## config.mk

```make
export PLATFORM = sky130hd
export DESIGN_NAME = ovl_roll_unit
export DESIGN_NICKNAME = d
export VERILOG_FILES = /design/src/rtl/ovl_roll_pkg.sv /design/src/rtl/ovl_ctrl_reg.sv /design/src/rtl/ovl_scan_seq.sv /design/src/rtl/ovl_blink_gen.sv /design/src/rtl/ovl_roll_unit.sv
export SDC_FILE = /design/constraint.sdc
export NUM_CORES = 1
export LEC_CHECK = 0
export CAP_MARGIN = 30
export CORE_MARGIN = 3
export CORE_UTILIZATION = 40
export DETAILED_ROUTE_END_ITERATION = 10
export PLACE_DENSITY = 0.83
export SLEW_MARGIN = 0
export SYNTH_ARGS = -nofsm -noshare
export SYNTH_HDL_FRONTEND = slang
export SYNTH_HIERARCHICAL = 1
export SYNTH_SLANG_ARGS = --single-unit
```

## constraint.sdc

```tcl
create_clock -name clk -period 3.4 [get_ports clk]
set_clock_uncertainty 0.2 [all_clocks]
set_input_delay 0.68 -clock clk [delete_from_list [all_inputs] [get_ports clk]]
set_output_delay 0.68 -clock clk [all_outputs]
set_load 0.02 [all_outputs]
```

## src/rtl/ovl_roll_pkg.sv

```systemverilog
package ovl_roll_pkg;
    localparam int CTRL_W   = 16;
    localparam int ROLL_W   = 12;
    localparam int IMG_BIT  = 13;
    localparam int CUR_BIT  = 14;
    localparam int CHR_BIT  = 15;
endpackage

```

## src/rtl/ovl_ctrl_reg.sv

```systemverilog
module ovl_ctrl_reg #(
    parameter int CTRL_W = 16
) (
    input  logic              clk,
    input  logic              rst_n,
    input  logic              wr,
    input  logic [CTRL_W-1:0] wdata,
    output logic [CTRL_W-1:0] ctrl
);
    typedef struct packed {
        logic [CTRL_W-1:0] val;
    } st_t;

    st_t st_d, st_q;

    always_comb begin
        st_d = st_q;
        if (wr) st_d.val = wdata;
    end

    always_ff @(posedge clk) begin
        if (!rst_n) st_q <= '0;
        else        st_q <= st_d;
    end

    assign ctrl = st_q.val;
endmodule

```

## src/rtl/ovl_scan_seq.sv

```systemverilog
module ovl_scan_seq #(
    parameter int ADDR_W = 12,
    parameter int COLS   = 85,
    parameter int ROWS   = 48,
    localparam int COL_W = $clog2(COLS),
    localparam int ROW_W = $clog2(ROWS)
) (
    input  logic              clk,
    input  logic              rst_n,
    input  logic              step,
    input  logic [ADDR_W-1:0] roll,
    output logic [ADDR_W-1:0] addr,
    output logic [COL_W-1:0]  col,
    output logic [ROW_W-1:0]  row,
    output logic              last,
    output logic              frame_done
);
    localparam logic [COL_W-1:0] COL_END = COL_W'(COLS - 1);
    localparam logic [ROW_W-1:0] ROW_END = ROW_W'(ROWS - 1);

    typedef struct packed {
        logic [ADDR_W-1:0] addr;
        logic [COL_W-1:0]  col;
        logic [ROW_W-1:0]  row;
    } st_t;

    st_t st_d, st_q;
    logic col_end, row_end;

    always_comb begin
        col_end = (st_q.col == COL_END);
        row_end = (st_q.row == ROW_END);
        st_d    = st_q;
        if (step) begin
            if (col_end && row_end) begin
                // new frame begins at the roll offset held right now
                st_d.addr = roll;
                st_d.col  = '0;
                st_d.row  = '0;
            end else begin
                st_d.addr = st_q.addr + ADDR_W'(1);
                if (col_end) begin
                    st_d.col = '0;
                    st_d.row = st_q.row + ROW_W'(1);
                end else begin
                    st_d.col = st_q.col + COL_W'(1);
                end
            end
        end
    end

    always_ff @(posedge clk) begin
        if (!rst_n) st_q <= '0;
        else        st_q <= st_d;
    end

    assign addr       = st_q.addr;
    assign col        = st_q.col;
    assign row        = st_q.row;
    assign last       = col_end && row_end;
    assign frame_done = step && col_end && row_end;
endmodule

```

## src/rtl/ovl_blink_gen.sv

```systemverilog
module ovl_blink_gen #(
    parameter int BLINK_FRAMES = 16,
    parameter int CW           = 4,
    localparam int CNT_W       = (BLINK_FRAMES > 1) ? $clog2(BLINK_FRAMES) : 1
) (
    input  logic          clk,
    input  logic          rst_n,
    input  logic          frame_done,
    input  logic          chr_en,
    input  logic          cur_en,
    input  logic [CW-1:0] cell_fg,
    input  logic [CW-1:0] cell_bg,
    input  logic          cell_cursor,
    input  logic          cell_blink,
    output logic          phase,
    output logic [CW-1:0] fg_out,
    output logic          cursor_on
);
    localparam logic [CNT_W-1:0] CNT_END = CNT_W'(BLINK_FRAMES - 1);

    typedef struct packed {
        logic [CNT_W-1:0] cnt;
        logic             phase;
    } st_t;

    st_t st_d, st_q;

    always_comb begin
        st_d = st_q;
        if (frame_done) begin
            if (st_q.cnt == CNT_END) begin
                st_d.cnt   = '0;
                st_d.phase = ~st_q.phase;
            end else begin
                st_d.cnt = st_q.cnt + CNT_W'(1);
            end
        end
    end

    always_ff @(posedge clk) begin
        if (!rst_n) st_q <= '0;
        else        st_q <= st_d;
    end

    always_comb begin
        cursor_on = cell_cursor && (!cur_en || !st_q.phase);
        if (cursor_on)
            fg_out = '1;
        else if (chr_en && cell_blink && st_q.phase)
            fg_out = cell_bg;
        else
            fg_out = cell_fg;
    end

    assign phase = st_q.phase;
endmodule

```

## src/rtl/ovl_roll_unit.sv

```systemverilog
module ovl_roll_unit
    import ovl_roll_pkg::*;
#(
    parameter int ADDR_W       = 12,
    parameter int COLS         = 85,
    parameter int ROWS         = 48,
    parameter int BLINK_FRAMES = 16,
    parameter int CW           = 4
) (
    input  logic                     clk,
    input  logic                     rst_n,
    input  logic                     reg_wr,
    input  logic [15:0]              reg_wdata,
    output logic [15:0]              ctrl_value,
    output logic                     img_sel,
    input  logic [ADDR_W-1:0]        cpu_cell,
    output logic [ADDR_W-1:0]        cpu_phys,
    input  logic                     scan_step,
    output logic [ADDR_W-1:0]        scan_addr,
    output logic [$clog2(COLS)-1:0]  scan_col,
    output logic [$clog2(ROWS)-1:0]  scan_row,
    output logic                     scan_last,
    input  logic [CW-1:0]            cell_fg,
    input  logic [CW-1:0]            cell_bg,
    input  logic                     cell_cursor,
    input  logic                     cell_blink,
    output logic                     blink_phase,
    output logic [CW-1:0]            pix_fg,
    output logic                     cursor_vis
);
    logic [ADDR_W-1:0] roll;
    logic              frame_done;

    ovl_ctrl_reg #(.CTRL_W(CTRL_W)) ctrl_i (
        .clk   (clk),
        .rst_n (rst_n),
        .wr    (reg_wr),
        .wdata (reg_wdata),
        .ctrl  (ctrl_value)
    );

    assign roll     = ctrl_value[ADDR_W-1:0];
    assign img_sel  = ctrl_value[IMG_BIT];
    // modulo 2^ADDR_W wrap comes from the truncating add
    assign cpu_phys = cpu_cell + roll;

    ovl_scan_seq #(.ADDR_W(ADDR_W), .COLS(COLS), .ROWS(ROWS)) scan_i (
        .clk        (clk),
        .rst_n      (rst_n),
        .step       (scan_step),
        .roll       (roll),
        .addr       (scan_addr),
        .col        (scan_col),
        .row        (scan_row),
        .last       (scan_last),
        .frame_done (frame_done)
    );

    ovl_blink_gen #(.BLINK_FRAMES(BLINK_FRAMES), .CW(CW)) blink_i (
        .clk         (clk),
        .rst_n       (rst_n),
        .frame_done  (frame_done),
        .chr_en      (ctrl_value[CHR_BIT]),
        .cur_en      (ctrl_value[CUR_BIT]),
        .cell_fg     (cell_fg),
        .cell_bg     (cell_bg),
        .cell_cursor (cell_cursor),
        .cell_blink  (cell_blink),
        .phase       (blink_phase),
        .fg_out      (pix_fg),
        .cursor_on   (cursor_vis)
    );
endmodule

```

### After elaboration in Yosys (flattened, before gate mapping)

Index checks and enable logic that the tools add are counted.

* input bits: 42
* memories kept: 0
* register bits: 46
* memory bits (read-only): 0
* word-level logic and storage cells: 33
* output and inout port bits: 61
* latch bits: 0
* RAM bits: 0

* $add $sub $neg: 5
* equality and inequality tests: 3
* bitwise gates (word level): 1
* multiplexer cells: 6
* shifts and indexed selects: 0
* reduce and logical (&&, ||, !) cells: 12
* magnitude comparators: 0
* div/mod/pow operators: 0
* multiply operators: 0

Operator list (number)
* $mux W25: 1
* $add A12 B1 Y12 const B: 1
* $add A12 B12 Y12: 1
* $mux W4: 3
* $add A7 B1 Y7 const B: 1
* $eq A7 B7 Y1 const B: 1
* $mux W7: 1
* $add A6 B1 Y6 const B: 1
* $eq A6 B6 Y1 const B: 1
* $logic_and A1 B1 Y1: 6
* $mux W6: 1
* $add A4 B1 Y4 const B: 1
* $eq A4 B4 Y1 const B: 1
* $reduce_and A2 Y1: 2
* $logic_not A1 Y1: 2
* $reduce_bool A2 Y1: 1
* $logic_or A1 B1 Y1: 1
* $not A1 Y1: 1

### Logic depth before layout (Yosys ltp)

Gate-level depths: netlist of the first run.

* depth after elaboration: 4
* mapped depth: 10
* gate-level depth less buffers: 9

### Modules after synthesis

The synthesis of the first run kept the hierarchy.

By module, submodules not included
* ovl_scan_seq: area an instance 1360.1 sq um, times used 1, cells each 164, sequential area each 500.5 sq um
* ovl_ctrl_reg: area an instance 615.6 sq um, times used 1, cells each 51, sequential area each 320.3 sq um
* ovl_roll_unit: area an instance 510.5 sq um, times used 1, cells each 60, sequential area each 0.0 sq um
* ovl_blink_gen: area an instance 312.8 sq um, times used 1, cells each 35, sequential area each 100.1 sq um

### Worst setup path after synthesis of the first run

No wires, ideal clock.

* kind: input to output
* from: in cpu_cell[0]
* to: out cpu_phys[8]
* stages on the path: 7
* data required time: 2.520 ns
* arrival: 2.521 ns
* path slack: -0.001 ns
* path buffers: 0
* cells stage by stage: ha_1 > fa_1 > a211oi_1 > o21bai_1 > a2111oi_0 > nor3_1 > xor2_1

* longest elaborated chain between the ends: 1

Ends and longest elaborated chain
* from (decl): line ovl_roll_unit.sv:16 `input logic [ADDR_W-1:0] cpu_cell,`
* $add A12 B12 Y12: line ovl_roll_unit.sv:45 `assign cpu_phys = cpu_cell + roll;`
* to (decl): line ovl_roll_unit.sv:17 `output logic [ADDR_W-1:0] cpu_phys,`

No other way between the ends.

### Worst setup path after layout of the first run

Same ends and word-level chain as after synthesis.

==> results of run 1 <==
critical path, stage by stage:
cell and delay, ps:
buf_2 100, ha_2 180, fa_2 390, a211oi_2 270, o21bai_1 130, a2111oi_2 310, nor3_1 90, xor2_1 150
buf_4 170
flip-flops by register name, indices dropped and copies added (netlist names):
register / count
scan_i/addr: 12
scan_i/row: 6
blink_i/phase: 1
blink_i/st_q: 4
scan_i/col: 7
ctrl_i/ctrl: 16
cells by family (layout without fill, tap and decap cells):
logic type | after synthesis | after routing
compound gates | 60 | 60
flops | 46 | 46
simple gates | 116 | 116
fa+ha+maj | 17 | 17
mux | 30 | 30
xor+xnor | 20 | 20
buf+inv | 21 | 142
cells in the mapped netlist (2+ instances only):
master    instances
a21boi_0          3
a21boi_1          2
a21o_1            3
a21oi_1          13
a31oi_1           4
and2_1            5
and4b_1           2
buf_2             2
buf_6             2
clkbuf_1          6
dfxtp_1          46
ha_1             16
inv_1             8
mux2i_1          30
nand2_1          28
nand2b_1          2
nand3_1           7
nand3_2           2
nand4_1          10
nor2_1           19
nor2b_1          20
nor3_1            7
nor4_1            2
o21a_1            7
o21ai_0           8
o21ai_1           2
o22ai_1           5
o32ai_1           2
or3_1             4
xnor2_1          12
xor2_1            8
stage by stage:
stage	utilization (%)	cell area (um2)
floorplan	-	2799
global placement	61.19	4019
detailed placement	61.19	4019
CTS	63.15	4148
global route	63.55	4174
finish	63.55	4174
power groups by stage:
stage	clock, uW	combinational, uW	sequential, uW
2_1_floorplan	0	169	602
3_3_place_gp	0	368	584
3_5_place_dp	0	377	585
4_1_cts	410	373	573
5_1_grt	430	410	577
6_report	396	383	574
metal layers:
layer / part of all wire, % / up-vias / wire [um]
met1: 41 / 1290 / 3247
met2: 49 / 94 / 3856
met5: 0 / - / 0
met3: 7.5 / 16 / 584
met4: 1.8 / 0 / 141
li1: - / 1358 / -
layout make-up:
class | instances | share of cell area (%)
repair buffers | 125 | 27.85
clock buffers | 7 | 1.829
inverters | 9 | 0.8094
well taps | 93 | 2.788
flip-flops and latches | 46 | 22.06
clock inverters | 1 | 0.7194
multi-input cells | 243 | 43.94
worst min path at each step:
stage,cells past startpoint,from,end
floorplan,2,blink_i/st_q[1]$_SDFFE_PN0P_,blink_i/st_q[1]$_SDFFE_PN0P_
global placement,2,scan_i/row[5]$_SDFFE_PN0P_,scan_i/row[5]$_SDFFE_PN0P_
detailed placement,2,scan_i/row[5]$_SDFFE_PN0P_,scan_i/row[5]$_SDFFE_PN0P_
CTS,2,scan_i/row[5]$_SDFFE_PN0P_,scan_i/row[5]$_SDFFE_PN0P_
global route,2,scan_i/addr[10]$_SDFFE_PN0P_,scan_i/addr[10]$_SDFFE_PN0P_
finish,2,scan_i/row[5]$_SDFFE_PN0P_,scan_i/row[5]$_SDFFE_PN0P_
what timing repair did:
item / in CTS / in global routing
hold buffers: 0 / 0
endpoints found under the setup margin: 10 / 6
pin swaps: 11 / 9
gates resized for setup: 45 / 7
endpoints found under the hold margin: 0 / 0
setup buffers: 0 / 1
==> impl_metrics.json, run 1 <==
{
  "timing.final.crit_share_pct": 98.43,
  "syn_nets": 369,
  "synth_cells": 310,
  "pwr-share-clk_pct": 29.2,
  "drc": 0,
  "antenna_found_initial": 0,
  "slew_viol_final": 0,
  "worstMarginPinSlew_ps": 621.0,
  "r2r-start": "scan_i/col[0]$_SDFFE_PN0P_",
  "clk_path_buf_depth": 2,
  "switchingPower_uw": 377.2,
  "finalSetupViolCount": 0,
  "firstDrtPassIters": 4,
  "startpoint_type": "input port",
  "grt_usage_pct": 20.11,
  "ys_async_sr_fraction_pct": 0,
  "dp_hpwl_mm": 5.977,
  "dp.cells": 515,
  "worstReg2RegEnd": "blink_i/phase$_SDFFE_PN0P_",
  "rrSetupSlack_ps": 1040,
  "wl_mm": 7.829,
  "yosysTopAreaCell": "dfxtp_1",
  "yosys_warnings": 6,
  "endpoint": "cpu_phys[8]",
  "drtIter0Drc": 46,
  "clkLatencyLatePin_ps": 290,
  "grt_pass1_vias": 2780,
  "layout_setup_ws_ps": 53.22,
  "yosys-top-cells-area": "dfxtp_1 (33%), mux2i_1 (11%), ha_1 (7.2%), nor2b_1 (4.5%), nand2_1 (3.8%)",
  "synthMuxAreaShare_pct": 10.73,
  "use_met2_pct": 34.77,
  "hold_class": "reg2reg",
  "final_cell_mix": "clkdlybuf4s50_1 (89), dfxtp_1 (46), mux2i_1 (30)",
  "p_leak_uw": 0.001695,
  "hold-worst-slack_ps": 310.0,
  "grt_pass1_wl_mm": 12.80,
  "instances_no_fill": 524,
  "start_util_pct": 42.62,
  "p_comb_share_pct": 28.3,
  "synth_edf_count": 0,
  "root_buffer": "clkbuf_8",
  "syn_area_per_cell_um2": 9.029,
  "fin_tns_setup_ps": 0,
  "synthAdderAreaFrac_pct": 7.868,
  "die_area_um2": 8037,
  "layout_commonest_cell": "clkdlybuf4s50_1",
  "hold_viol": 0,
  "cts_sinks": 46,
  "synth_top_family_by_area": "simple AND/OR/NAND/NOR gates",
  "yosys.area_share.simple_pct": 22.89,
  "fp.dieH_um": 89.65,
  "cp.required_ps": 2520,
  "crit_type": "in2out",
  "coreArea_um2": 6568,
  "viasPerCell": 5.263,
  "syn_area_um2": 2799,
  "multi_input_area_um2": 1834,
  "p_seq_share_pct": 42.4,
  "finalPower_uw": 1353,
  "gp_congestion": 0.7986,
  "final_net_count": 489,
  "cap_violations": 0,
  "cp-end-kind": "primary output",
  "dp_slack_ps": -982.4,
  "grt_busiest_layer": "met2",
  "ys_ff_latch": 46,
  "synth_ff_type": "dfxtp_1",
  "cts_buffers": 5,
  "ios": 103,
  "path_max_fanout": 2,
  "p_sw_share_pct": 27.89,
  "synthDistinctLibCells": 54,
  "area_growth_pct": 49.13,
  "max-slew-margin-rel_pct": 58.47,
  "grtUsageMet3_pct": 6.569,
  "rsz0062_at_grt": "yes",
  "worst_ir_drop_vdd_uv": 187.5,
  "die_w_um": 89.65,
  "crit_start": "cpu_cell[0]",
  "cts_tree": "done",
  "cts-htree-levels": 2,
  "grt_max_degree": 19,
  "num-fill-cells": 526,
  "powerDensity_nw_per_um2": 324.0,
  "yosys.area.top_type_share_pct": 32.90,
  "status": "completed",
  "clkTransAtPathRegs_ps": 80,
  "row_count": 29,
  "antennaDiodeCount": 0,
  "drtAntennaViolNets": 0,
  "ff_latch_area_um2": 920.9,
  "fin_crit_ps": 3347,
  "p_int_uw": 975.3,
  "yosysSeqAreaShare_pct": 32.90,
  "vias": 2758,
  "numPortBuffers": 102,
  "use_met1_pct": 23.15,
  "synth_xor_area_share_pct": 6.258,
  "synth-compound-area-share_pct": 15.20,
  "crit_arrival_ps": 2470,
  "wl_per_cell_um": 14.94,
  "grt.overflow.total": 0,
  "drive_above_1_share_pct": 12.99,
  "fmax_mhz": 298.8,
  "reg2regPathDepth": 9
}
(Power assumes the default switching activity.)
==> run 2: changes to the inputs <==
--- a/config.mk
+++ b/config.mk
@@ -8,6 +8,7 @@
 export CAP_MARGIN = 30
 export CORE_MARGIN = 3
 export CORE_UTILIZATION = 40
+export CTS_CLUSTER_SIZE = 25
 export DETAILED_ROUTE_END_ITERATION = 10
 export PLACE_DENSITY = 0.83
 export SLEW_MARGIN = 0
==> results of run 2 <==
Final layout, timing and power as in run 1 (identical DEF).
==> run 3: changes to the inputs <==
--- a/config.mk
+++ b/config.mk
@@ -10,6 +10,7 @@
 export CORE_UTILIZATION = 40
 export CTS_CLUSTER_SIZE = 25
 export DETAILED_ROUTE_END_ITERATION = 10
+export HOLD_SLACK_MARGIN = 0.08
 export PLACE_DENSITY = 0.83
 export SLEW_MARGIN = 0
 export SYNTH_ARGS = -nofsm -noshare
==> results of run 3 <==
Final layout, timing and power as in run 1 (identical DEF).
